$ cat src/rtl/stpkt_pkg.sv
// Shared constants, state type and sizing helper for the status packet serializer.
// Assumes an 8-bit bus and a first payload byte of {6-bit tag, 2 low status bits}.
package stpkt_pkg;
    localparam int BYTE_W = 8;
    localparam int SEQ_W  = 6;
    localparam int LOW_W  = 2;

    typedef enum logic [1:0] {
        ST_IDLE = 2'd0,
        ST_REQ  = 2'd1,
        ST_SEND = 2'd2
    } tx_state_e;

    // Number of payload bytes: one tag byte plus the slices of the upper status bits.
    function automatic int payload_bytes(input int status_w);
        return 1 + (status_w - LOW_W + BYTE_W - 1) / BYTE_W;
    endfunction
endpackage

$ cat src/rtl/stpkt_capture.sv
// Status front end: an optional input register and change detection.
// Assumes status_in is synchronous to clk. After reset the reference value is zero,
// so a non-zero status at reset release counts as a change.
module stpkt_capture #(
    parameter int STATUS_W  = 26,
    parameter bit REG_INPUT = 1'b1
) (
    input  logic                clk,
    input  logic                rst_n,
    input  logic [STATUS_W-1:0] status_in,
    output logic [STATUS_W-1:0] status_cur,
    output logic                changed
);
    logic [STATUS_W-1:0] prev_q;

    generate
        if (REG_INPUT) begin : g_reg
            // Register the incoming status word.
            always_ff @(posedge clk) begin
                if (!rst_n) status_cur <= '0;
                else        status_cur <= status_in;
            end
        end else begin : g_direct
            assign status_cur = status_in;
        end
    endgenerate

    // Keep the value seen in the previous cycle for comparison.
    always_ff @(posedge clk) begin
        if (!rst_n) prev_q <= '0;
        else        prev_q <= status_cur;
    end

    assign changed = (status_cur != prev_q);
endmodule

$ cat src/rtl/stpkt_ctrl.sv
// Handshake sequencer: idle, request raised, payload in progress.
// Holds the pending flag for events that arrive while a packet is on its way.
// Assumes the acknowledge is only given while the request is raised.
module stpkt_ctrl
    import stpkt_pkg::*;
#(
    parameter int NPAY = 4
) (
    input  logic clk,
    input  logic rst_n,
    input  logic changed,
    input  logic send_req,
    input  logic ack,
    output logic req,
    output logic load,
    output logic advance,
    output logic req_next
);
    localparam int CNT_W = $clog2(NPAY + 1);

    tx_state_e        state_q, state_d;
    logic [CNT_W-1:0] cnt_q, cnt_d;
    logic             pend_q, pend_d;
    logic             evt;

    assign evt = changed | send_req;

    // Work out the next state, the byte counter and the pending flag.
    always_comb begin
        state_d = state_q;
        cnt_d   = cnt_q;
        pend_d  = pend_q;
        unique case (state_q)
            ST_IDLE: begin
                if (evt) state_d = ST_REQ;
            end
            ST_REQ: begin
                if (ack) begin
                    state_d = ST_SEND;
                    cnt_d   = CNT_W'(NPAY - 1);
                    pend_d  = evt;
                end
            end
            ST_SEND: begin
                if (cnt_q == '0) begin
                    state_d = (pend_q | evt) ? ST_REQ : ST_IDLE;
                    pend_d  = 1'b0;
                end else begin
                    cnt_d  = cnt_q - 1'b1;
                    pend_d = pend_q | evt;
                end
            end
            default: state_d = ST_IDLE;
        endcase
    end

    // Register the state, the counter and the pending flag.
    always_ff @(posedge clk) begin
        if (!rst_n) begin
            state_q <= ST_IDLE;
            cnt_q   <= '0;
            pend_q  <= 1'b0;
        end else begin
            state_q <= state_d;
            cnt_q   <= cnt_d;
            pend_q  <= pend_d;
        end
    end

    assign req      = (state_q == ST_REQ);
    assign load     = (state_q == ST_REQ) && ack;
    assign advance  = (state_q == ST_SEND) && (cnt_q != '0);
    assign req_next = (state_d == ST_REQ);
endmodule

$ cat src/rtl/stpkt_shifter.sv
// Packet datapath: sequence tag register, payload snapshot and shift, bus register.
// Assumes load and advance never occur in the same cycle.
module stpkt_shifter
    import stpkt_pkg::*;
#(
    parameter int          STATUS_W  = 26,
    parameter int          NPAY      = 4,
    parameter logic [7:0]  ADDR_BYTE = 8'hA5
) (
    input  logic                clk,
    input  logic                rst_n,
    input  logic [STATUS_W-1:0] status_cur,
    input  logic                send_req,
    input  logic [SEQ_W-1:0]    send_seq,
    input  logic                load,
    input  logic                advance,
    input  logic                req_next,
    output logic [BYTE_W-1:0]   bus
);
    localparam int PAY_W = NPAY * BYTE_W;
    localparam int EXT_W = PAY_W - SEQ_W;

    logic [SEQ_W-1:0] seq_q;
    logic [EXT_W-1:0] st_ext;
    logic [PAY_W-1:0] pay;
    logic [PAY_W-1:0] sh_q;

    assign st_ext = EXT_W'(status_cur);
    assign pay    = {st_ext[EXT_W-1:LOW_W], seq_q, st_ext[LOW_W-1:0]};

    // Keep the tag from the latest send command.
    always_ff @(posedge clk) begin
        if (!rst_n)        seq_q <= '0;
        else if (send_req) seq_q <= send_seq;
    end

    // Capture the payload at the acknowledge and shift out one byte per cycle.
    always_ff @(posedge clk) begin
        if (!rst_n)       sh_q <= '0;
        else if (load)    sh_q <= pay >> BYTE_W;
        else if (advance) sh_q <= sh_q >> BYTE_W;
    end

    // Drive the bus: payload byte, held address byte, or zero.
    always_ff @(posedge clk) begin
        if (!rst_n)        bus <= '0;
        else if (load)     bus <= pay[BYTE_W-1:0];
        else if (advance)  bus <= sh_q[BYTE_W-1:0];
        else if (req_next) bus <= ADDR_BYTE;
        else               bus <= '0;
    end
endmodule

$ cat src/rtl/status_packet_tx.sv
// Status packet serializer top: front end, sequencer and datapath.
// Assumes one clock domain and that pkt_ack is only given while pkt_req is high.
module status_packet_tx
    import stpkt_pkg::*;
#(
    parameter int         STATUS_W  = 26,
    parameter bit         REG_INPUT = 1'b1,
    parameter logic [7:0] ADDR_BYTE = 8'hA5
) (
    input  logic                clk,
    input  logic                rst_n,
    input  logic [STATUS_W-1:0] status_in,
    input  logic                send_req,
    input  logic [5:0]          send_seq,
    output logic [7:0]          pkt_byte,
    output logic                pkt_req,
    input  logic                pkt_ack
);
    localparam int NPAY = payload_bytes(STATUS_W);

    logic [STATUS_W-1:0] status_cur;
    logic                changed, load, advance, req_next;

    stpkt_capture #(.STATUS_W(STATUS_W), .REG_INPUT(REG_INPUT)) u_capture (
        .clk(clk), .rst_n(rst_n), .status_in(status_in),
        .status_cur(status_cur), .changed(changed)
    );

    stpkt_ctrl #(.NPAY(NPAY)) u_ctrl (
        .clk(clk), .rst_n(rst_n), .changed(changed), .send_req(send_req),
        .ack(pkt_ack), .req(pkt_req), .load(load), .advance(advance),
        .req_next(req_next)
    );

    stpkt_shifter #(.STATUS_W(STATUS_W), .NPAY(NPAY), .ADDR_BYTE(ADDR_BYTE)) u_shifter (
        .clk(clk), .rst_n(rst_n), .status_cur(status_cur), .send_req(send_req),
        .send_seq(send_seq), .load(load), .advance(advance),
        .req_next(req_next), .bus(pkt_byte)
    );
endmodule

$ cat config.mk
export PLATFORM = sky130hd
export DESIGN_NAME = status_packet_tx
export DESIGN_NICKNAME = d
export VERILOG_FILES = /design/src/rtl/stpkt_pkg.sv /design/src/rtl/stpkt_capture.sv /design/src/rtl/stpkt_ctrl.sv /design/src/rtl/stpkt_shifter.sv /design/src/rtl/status_packet_tx.sv
export SDC_FILE = /design/constraint.sdc
export NUM_CORES = 1
export LEC_CHECK = 0
export ABC_CLOCK_PERIOD_IN_PS = 2100
export BUFFER_PORTS_ARGS = -buffer_cell sky130_fd_sc_hd__buf_4
export CAP_MARGIN = 20
export CELL_PAD_IN_SITES_DETAIL_PLACEMENT = 0
export CELL_PAD_IN_SITES_GLOBAL_PLACEMENT = 1
export CORE_ASPECT_RATIO = 0.9
export CORE_MARGIN = 2
export CORE_UTILIZATION = 40
export CTS_CLUSTER_SIZE = 20
export DETAILED_ROUTE_END_ITERATION = 7
export MAX_ROUTING_LAYER = met4
export PLACE_DENSITY = 0.76
export SETUP_SLACK_MARGIN = 0.05
export SLEW_MARGIN = 20
export SYNTH_ARGS = -nofsm -noshare
export SYNTH_HDL_FRONTEND = slang
export SYNTH_HIERARCHICAL = 1
export SYNTH_SLANG_ARGS = --single-unit
$ cat constraint.sdc
create_clock -name clk -period 2.1 [get_ports clk]
set_clock_uncertainty 0.2 [all_clocks]
set_input_delay 0.21 -clock clk [delete_from_list [all_inputs] [get_ports clk]]
set_output_delay 0.21 -clock clk [all_outputs]
set_load 0.02 [all_outputs]
==> run metrics, run 1 <==
Design Area, Final=approximately 0.005 mm2; clk sinks=96; dpl cell area=roughly 0.0043 mm2; dpl ws=-0.169 ns; layout cells sized above 1=a little over a quarter; # port buffers=44; WS Path Type=reg -> reg; peak supply drop=around 330 uV; Worst R2R Start=u_capture/status_cur[15]; DRT Wirelength=7.49 mm; RSZ-0062 raised after global routing=yes; top cells by area, synth=dfxtp_1 (51%), and2_1 (9.4%), mux2_4 (5.6%); Primary FF master, synth=dfxtp_1; n_diodes=0; top-count cell post-synth=dfxtp_1; Min-Delay Path Class=in -> reg; Die W=roughly 110 um; failing checks=negative setup slack; Max Cap Viol=0; Final GP Congestion=between 0.7 and 0.8; CTS root buffer=clkbuf_8; initial antenna violation count=0; Post-Syn Instances=between 300 and 400; Routed WL per cell=13.5 um; final hold slack=0.0424 ns; Pleak=about 2.2 nW; largest fanout on the critical path=4; Non-Filler Instances=~560; clock buffer depth=2; Post-synth EDFFs=0; Residual DRC=0; Worst-path clk slew=roughly 0.09 ns; Area growth, synth to finish=31.9%; FMAX=approximately 470 MHz; Global Route Usage Sum=15.3%; Layout Utilization=about 54%; share of the synthesized area in the top cell type=50.8%; Req. time, crit path=2.15 ns; Inserted Clock Buffers=9; routed vias/inst=around 4.5; H-tree depth=3; Die Height=approximately 96 um; initial core utilization=roughly two fifths; Setup TNS=-0.152 ns; largest net degree at the start of global routing=61; dpl hpwl=approximately 4.7 mm; Worst Path Arrival=2.19 ns; Crit. End Element=flip-flop; Pwr Total=roughly 3.7 mW; Die ar.=between 0.01 and 0.015 mm2; Ys Warns=6; setup violators final=4; mapped cell area=~0.0038 mm2; final hold violations=0; Post-layout nets=between 400 and 500; row cnt=33; Core ar.=slightly above 0.009 mm2; HP Start=rst_n; Synth top cells by count=dfxtp_1 (96), and2_1 (57), nand2b_1 (16), o211a_1 (16), xnor2_1 (16); Skew-Pair Late Insertion Delay=0.35 ns; vias post-DR=2519; Syn Nets=approximately 380; synthesis-stage register bit count=96; Synth area leader=dfxtp_1; max-slew violation count=0; outcome=finished with violations; async set-reset flop share out of synthesis=0%; final setup margin=-0.0482 ns; first-pass GRT wire length=about 12 mm; Syn Area/Cell=around 11 um2; post-synthesis cell type count=37; Pwr Density=approximately 730 mW/mm2; Final Critical Period=~2.1 ns; Slew HR=roughly 81%; number of global-route vias before repair=approximately 2.4k; sequential-to-total area share from yosys stat=approximately half; grt ovf=0; initial detailed-routing violation count=75; post-route ant nets=0; worst setup path startpoint=u_capture/status_cur[15]; Critical Path Source Type=flip-flop; Tcrit/Tclk final=102%; First-pass DRT Iterations=4; CTS tree=yes; Placed Cells=about 500; io pins=between 40 and 50; Slew @ Worst Pin=approximately 0.28 ns
==> cells by family after synthesis <==
group	synth area share, %
xor gates and xnor gates	6.02
adders and majority gates	0.662
buffers and inverters	4.14
DFF	50.8
AOI/OAI and AO/OA	9.30
and+or+nand+nor	21.3
muxes	7.74
==> repair_timing <==
item | 4_1_cts | 5_1_grt
hold buffers | 32 | 0
buffers inserted | 0 | 3
pin swaps | 8 | 5
endpoints found under the setup margin | 4 | 23
endpoints found under the hold margin | 32 | 0
resized for setup | 4 | 9
cloned | 0 | 3
==> metal layers <==
metal / up-vias / wire (um) / track usage (%)
met2: 43 / 3360 / 24.5
met3: 7 / 306 / 4.33
met5: - / 0 / -
met4: 0 / 72 / 3.90
met1: 1157 / 3750 / 19.4
li1: 1312 / - / -
==> registers in the layout (all words and copies together), names as in the netlist <==
register / flops
u_capture/prev_q: 26
u_capture/status_cur: 26
u_ctrl/cnt_q: 3
u_ctrl/pend_q: 1
u_ctrl/state_q: 2
u_shifter/bus: 8
u_shifter/seq_q: 6
u_shifter/sh_q: 24
==> where the power goes <==
group	internal, mW	switching [mW]	leakage [nW]
sequential	1.92	0.0626	0.793
combinational	0.299	0.189	1.31
clock	0.555	0.629	0.0929
total	2.77	0.881	2.20
==> critical path, stage by stage, from the launching register on <==
cell and delay, ns:
dfxtp_2 0.35, xor2_1 0.14, nor4_2 0.27, buf_4 0.15
nand4_1 0.20, nor3_2 0.18, o22ai_2 0.10, nor2b_4 0.14
o311a_1 0.29
==> final cells by class <==
cell class / count / area, um2
repair buffers: 99 / 926
well taps: 122 / 153
clock inverters: 6 / 67.6
multi-input cells: 217 / 1770
flip-flops and latches: 96 / 1930
clock buffers: 10 / 128
fillers: 828 / 4180
inverters: 5 / 18.8
==> path summary, 6_finish.rpt <==
path                              to  slack, ns  cells after the start
setup / recovery    u_shifter/bus[7]      -0.05                      8
hold / removal    u_shifter/sh_q[14]       0.04                      2
setup reg to reg    u_shifter/bus[7]      -0.05                      8
hold reg to reg     u_shifter/bus[4]       0.26                      2
==> layout by cell type (no fill, tap or decap), types with 11 or more instances in the layout <==
cell	count
nand2_1	12
buf_4	60
and2_1	57
nand2b_1	16
dfxtp_1	91
a21boi_1	11
dlygate4sd3_1	32
mux2_4	15
o211a_1	16
xnor2_1	16
Note: power is estimated with default switching activity, not from simulation.
==> inputs of run 2 (changes only) <==
- CORE_UTILIZATION: 40 -> 25
- PLACE_DENSITY: 0.76 -> 0.53
==> run metrics, run 2 (same netlist as run 1, synthesis figures left out) <==
final hold violations=0 (unchanged); Final Critical Period=2.14 ns (-0.00544 ns); Critical Path Source Type=flip-flop; routed vias/inst=4.07 (-10%); outcome=finished with violations; met1 GRT Util=13.4% (-6.0 points); Comb pwr share=12.1% (-1.2 points); Die W=134 um (+25%); Pwr Total=4.15 mW (+13%); dpl hpwl=5.27 mm (+12%); Worst Path Arrival=2.17 ns (-0.02 ns); First-pass DRT Iterations=4 (unchanged); clock buffer depth=2 (unchanged); DRT Wirelength=8.42 mm (+12%); FMAX=467 MHz (+0.25%); layout cells sized above 1=30.9% (+3.6 points); Area growth, synth to finish=38.4%; Slew HR=76.5% (-4.6 points); failing checks=negative setup slack; largest net degree at the start of global routing=69 (+13%); peak supply drop=375 uV (+13%); sequential power share=48.0% (-6.3 points); hold path cells=4 (+2); Design Area, Final=0.00523 mm2 (+4.9%); io pins=45 (unchanged); vias post-DR=2558 (+1.5%); Die ar.=0.0161 mm2 (+57%); fill count=1490 (+80%); # port buffers=44 (unchanged); Core ar.=0.0148 mm2 (+61%); largest fanout on the critical path=4 (unchanged); post-route ant nets=0 (unchanged); most used routing layer in global routing=met2; Inserted Clock Buffers=9 (unchanged); Worst R2R Start=u_capture/prev_q[22]; first-pass GRT wire length=13.1 mm (+10%); Global Route Usage Sum=11.0% (-4.4 points); clk sinks=96 (unchanged); commonest non-fill, non-tap cells in the layout=dfxtp_1 (79), buf_4 (58), and2_1 (57), dlygate4sd3_1 (32), dfxtp_2 (17); Min-Delay Path Class=in -> reg; max-slew violation count=0 (unchanged); row cnt=42 (+27%); GR Util met3=4.15% (-0.18 points); Slew @ Worst Pin=0.353 ns (+0.0689 ns); number of global-route vias before repair=2547 (+5.2%); H-tree depth=3 (unchanged); Tcrit/Tclk final=102% (-0.26 points); Sw Ratio=23.2% (-0.86 points); Max Cap Viol=0 (unchanged); final setup margin=-0.0427 ns (+0.00544 ns); Post-layout nets=464 (-0.43%); P_sw=0.963 mW (+9.3%); initial core utilization=25.6% (-16 points); dpl cell area=0.00439 mm2 (+1.7%); setup violators final=7 (+3); R2R Path End=u_shifter/bus[2]; WHS Endpoint=u_ctrl/pend_q; Clock Power Share=39.9% (+7.5 points); Routed WL per cell=13.4 um (-0.82%); CTS tree=yes; FF-to-FF path depth=8 (unchanged); grt ovf=0 (unchanged); Worst-path clk slew=0.07 ns (-0.02 ns); WS Path Type=reg -> reg; n_diodes=0 (unchanged); Pwr Density=792 mW/mm2 (+8.1%); initial antenna violation count=0 (unchanged); RSZ-0062 raised after global routing=yes; Skew-Pair Late Insertion Delay=0.35 ns (about the same); top flop regs=u_capture/prev_q x26, u_capture/status_cur x26, u_shifter/sh_q x24; HP Start=pkt_ack; Die Height=121 um (+25%); commonest non-fill, non-tap cell in the layout=dfxtp_1; Layout Utilization=35.4% (-19 points); Pleak=2.26 nW (+2.8%); CTS root buffer=clkbuf_16; initial detailed-routing violation count=85 (+13%); Residual DRC=0 (unchanged); Crit. End Element=flip-flop; Req. time, crit path=2.13 ns (-0.02 ns); design internal power=3.18 mW (+15%); Final GP Congestion=0.671 (-6.6%); met2 Track Usage GR=17.1% (-7.4 points); FF-to-FF setup slack=-0.04 ns (about the same)
run 2: cell types whose count changed in the layout (fill, tap and decap cells not counted), moves of 2 or more:
cell,before,now
clkbuf_8,9,1
xnor2_2,0,7
dfxtp_1,91,79
xnor2_1,16,9
clkbuf_16,3,12
dfxtp_2,5,17
buf_4,60,58
run 2: power by group through the flow:
stage          Combinational, mW  Clock [mW]  Sequential (mW)
3_5_place_dp               0.423           0             2.03
5_1_grt                    0.550        1.78             2.00
4_1_cts                    0.480        1.71             1.99
2_1_floorplan              0.271           0             2.02
3_3_place_gp               0.419           0             2.03
6_report                   0.500        1.65             1.99
run 2: repair_timing:
| action | CTS | global route |
|---|---|---|
| cloned | 0 | 3 |
| resized for setup | 13 | 19 |
| hold buffers | 32 | 0 |
| endpoints found under the hold margin | 32 | 0 |
| buffers inserted | 0 | 5 |
| setup endpoints to repair | 4 | 22 |
| pin swaps | 11 | 9 |
run 2: worst max-delay path by stage:
stage               slack, ns  cells past startpoint                      from            endpoint
global placement         -0.1                      8  u_capture/status_cur[13]    u_shifter/bus[2]
detailed placement      -0.19                      7  u_capture/status_cur[15]    u_shifter/bus[7]
CTS                     -0.06                      8      u_capture/prev_q[19]    u_shifter/bus[7]
finish                  -0.04                      8      u_capture/prev_q[22]    u_shifter/bus[2]
floorplan               0.002                      8           u_ctrl/cnt_q[0]  u_shifter/sh_q[10]
global route            -0.13                      8       u_capture/prev_q[8]    u_shifter/bus[2]
run 2: final cells by class:
| cell class | instances | area, um2 | share of cell area [%] |
|---|---|---|---|
| Timing Repair Buffer | 97 | 902 | 17.2 |
| Clock buffer | 11 | 243 | 4.64 |
| Tap cell | 198 | 248 | 4.74 |
| Inverter | 5 | 18.8 | 0.359 |
| Clock inverter | 5 | 56.3 | 1.08 |
| Sequential cell | 96 | 1940 | 37.1 |
| Multi-Input combinational cell | 217 | 1820 | 34.8 |
run 2: stage by stage:
stage / cells / setup WS (ns) / hold slack [ns] / setup TNS [ns]
after floorplan: 339 / 0.00234 / 0.132 / 0
after global placement: 574 / -0.0954 / 0.221 / -0.379
after detailed placement: 574 / -0.195 / 0.225 / -0.738
after CTS: 621 / -0.0613 / 0.0405 / -0.223
after global routing: 629 / -0.135 / 0.0516 / -1.02
final: 629 / -0.0427 / 0.0606 / -0.0791
run 2: worst max-delay path, stage by stage, from the launching register on:
cell,delay [ns]
dfxtp_1,0.35
xnor2_2,0.11
nand4_1,0.16
nor3_2,0.23
nand4_1,0.20
nor3_1,0.18
o22ai_1,0.11
nor2b_4,0.15
o311a_1,0.32
run 2: routing by layer:
| layer | share of wire (%) | routed length, um |
|---|---|---|
| met5 | 0 | 0 |
| met2 | 46 | 3840 |
| met4 | 1.1 | 92 |
| met3 | 3.8 | 322 |
| met1 | 50 | 4170 |
==> inputs of run 3 (changes only) <==
- ABC_CLOCK_PERIOD_IN_PS: 2100 -> 1800
- CORE_MARGIN: 2 -> not set
- clock period: 2.1 -> 1.8 ns (I/O delays scaled with it)
==> run metrics, run 3 (same netlist as run 1, synthesis figures left out) <==
outcome=finished with violations; failing checks=negative setup slack; row cnt=42 (unchanged); dpl ws=-0.519 ns (-0.324 ns); delay-heaviest family, CP=simple AND/OR/NAND/NOR gates; Pwr Density=884 mW/mm2 (+12%); grt ovf=0 (unchanged); FF-to-FF setup slack=-0.40 ns (-0.36 ns); R2R Path End=u_shifter/bus[5]; P_sw=1.18 mW (+23%); cells along the critical path=xnor2_2, nand4_1, nor3_2, nand4_1, nor3_2, o22ai_1, nor2b_4, o311a_1; FF-to-FF path depth=8 (unchanged); Core ar.=0.0147 mm2 (-0.36%); layout cells sized above 1=31.9% (+1.1 points); design internal power=3.57 mW (+12%); Worst R2R Start=u_capture/status_cur[19]; Pwr Total=4.75 mW (+15%); final hold slack=0.0632 ns (+0.00255 ns); Post-layout nets=481 (+3.7%); Routed WL per cell=13.2 um (-1.5%); Die W=132 um (-1.5%); setup violators final=32 (+25); largest fanout on the critical path=4 (unchanged); Clock Power Share=38.1% (-1.8 points); # port buffers=44 (unchanged); Skew-Pair Late Insertion Delay=0.34 ns (about the same); max-slew violation count=0 (unchanged); Residual DRC=0 (unchanged); n_diodes=0 (unchanged); CP bufs+invs=0 (unchanged); worst setup path startpoint=u_capture/status_cur[19]; HP Start=send_req; vias post-DR=2622 (+2.5%); Worst Path Arrival=2.24 ns (+0.07 ns); Die Height=119 um (-1.7%); commonest non-fill, non-tap cell in the layout=dfxtp_1; GR Util met3=4.12% (-0.033 points); commonest non-fill, non-tap cells in the layout=dfxtp_1 (92), buf_4 (68), and2_1 (57), dlygate4sd3_1 (32); CTS tree=yes; io pins=45 (unchanged); Inserted Clock Buffers=9 (unchanged); Sw Ratio=24.9% (+1.6 points); peak supply drop=497 uV (+32%); number of global-route vias before repair=2687 (+5.5%); Tcrit/Tclk final=122% (+20 points); first-pass GRT wire length=14.2 mm (+8.2%); initial detailed-routing violation count=102 (+20%); Critical Path Source Type=flip-flop; most used routing layer in global routing=met2; initial antenna violation count=0 (unchanged); Layout Utilization=36.5% (+1.1 points); Slowest-stage cell, CP=dfxtp_2; clk sinks=96 (unchanged); top flop regs=u_capture/prev_q x26, u_capture/status_cur x26, u_shifter/sh_q x24; dpl hpwl=5.35 mm (+1.5%); final hold violations=0 (unchanged); routed vias/inst=4.06 (-0.20%); WHS Endpoint=u_shifter/seq_q[0]; Worst-path clk slew=0.07 ns (about the same); met1 GRT Util=16.0% (+2.6 points); Final Critical Period=2.20 ns (+0.0590 ns); Crit. End Element=flip-flop; DRT Wirelength=8.52 mm (+1.2%); register area=0.00193 mm2 (-0.84%); Slew HR=73.2% (-3.3 points); Setup TNS=-5.10 ns (-5.02 ns); Min-Delay Path Class=in -> reg; post-route ant nets=0 (unchanged); CTS root buffer=clkbuf_16; dpl cell area=0.00449 mm2 (+2.2%); Design Area, Final=0.00538 mm2 (+2.8%); First-pass DRT Iterations=4 (unchanged); Die ar.=0.0156 mm2 (-3.1%); initial core utilization=25.7% (+0.091 points); clock buffer depth=2 (unchanged); Max Cap Viol=0 (unchanged); hold path cells=3 (-1); Non-Filler Instances=646 (+2.7%); Global Route Usage Sum=12.2% (+1.3 points); met2 Track Usage GR=18.0% (+0.88 points); sequential power share=48.6% (+0.6 points); slowest cell delay on critical path=0.33 ns (-0.02 ns); Final GP Congestion=0.680 (+1.3%); Req. time, crit path=1.83 ns (-0.30 ns); Comb pwr share=13.2% (+1.1 points); Slew @ Worst Pin=0.403 ns (+0.0495 ns); Area growth, synth to finish=42.2%; Placed Cells=587 (+2.3%); largest net degree at the start of global routing=53 (-23%); FMAX=454 MHz (-2.7%); fill count=1504 (+0.94%); H-tree depth=3 (unchanged); area of the multi-input gates=0.00184 mm2 (+1.2%); final setup margin=-0.402 ns (-0.359 ns); WS Path Type=reg -> reg; RSZ-0062 raised after global routing=yes; Pleak=2.33 nW (+3.1%)
-- run 3: worst max path at each step --
stage                               endpoint  slack [ns]  cells past startpoint
final                       u_shifter/bus[5]       -0.40                      8
after global routing        u_shifter/bus[2]       -0.52                      8
after global placement      u_shifter/bus[2]       -0.47                      8
after floorplan           u_shifter/sh_q[10]       -0.30                      8
after CTS                   u_shifter/bus[5]       -0.41                      8
after detailed placement    u_shifter/bus[2]       -0.52                      8
-- run 3: area by class of cell --
| type | instances | share of cell area, % |
|---|---|---|
| well taps | 198 | 4.61 |
| repair buffers | 114 | 19.7 |
| flip-flops and latches | 96 | 35.8 |
| clock buffers | 9 | 4.19 |
| multi-input cells | 217 | 34.3 |
| inverters | 5 | 0.349 |
| clock inverters | 7 | 1.05 |
-- run 3: power groups by stage --
stage | clock network [mW] | registers, mW | logic, mW
finish | 1.81 | 2.31 | 0.630
global route | 1.97 | 2.33 | 0.691
CTS | 1.88 | 2.31 | 0.631
detailed placement | 0 | 2.36 | 0.519
global placement | 0 | 2.36 | 0.514
floorplan | 0 | 2.35 | 0.316
-- run 3: worst reg2reg max path: stages (launching register included) --
cell and delay [ns]:
dfxtp_2 0.33, xnor2_2 0.19, nand4_1 0.14, nor3_2 0.25, nand4_1 0.26, nor3_2 0.18, o22ai_1 0.11, nor2b_4 0.15
o311a_1 0.29
-- run 3: what timing repair did --
action | CTS | global route
gates resized for setup | 34 | 8
endpoints found under the setup margin | 31 | 38
gates cloned | 3 | 0
pin swaps | 31 | 10
hold endpoints to repair | 32 | 0
hold buffers | 32 | 0
buffers inserted | 9 | 4
-- run 3: layer usage --
layer,share of wire (%),vias up
li1,-,1343
met1,52,1235
met2,44,38
met3,3.5,6
met4,0.92,0
met5,0,-
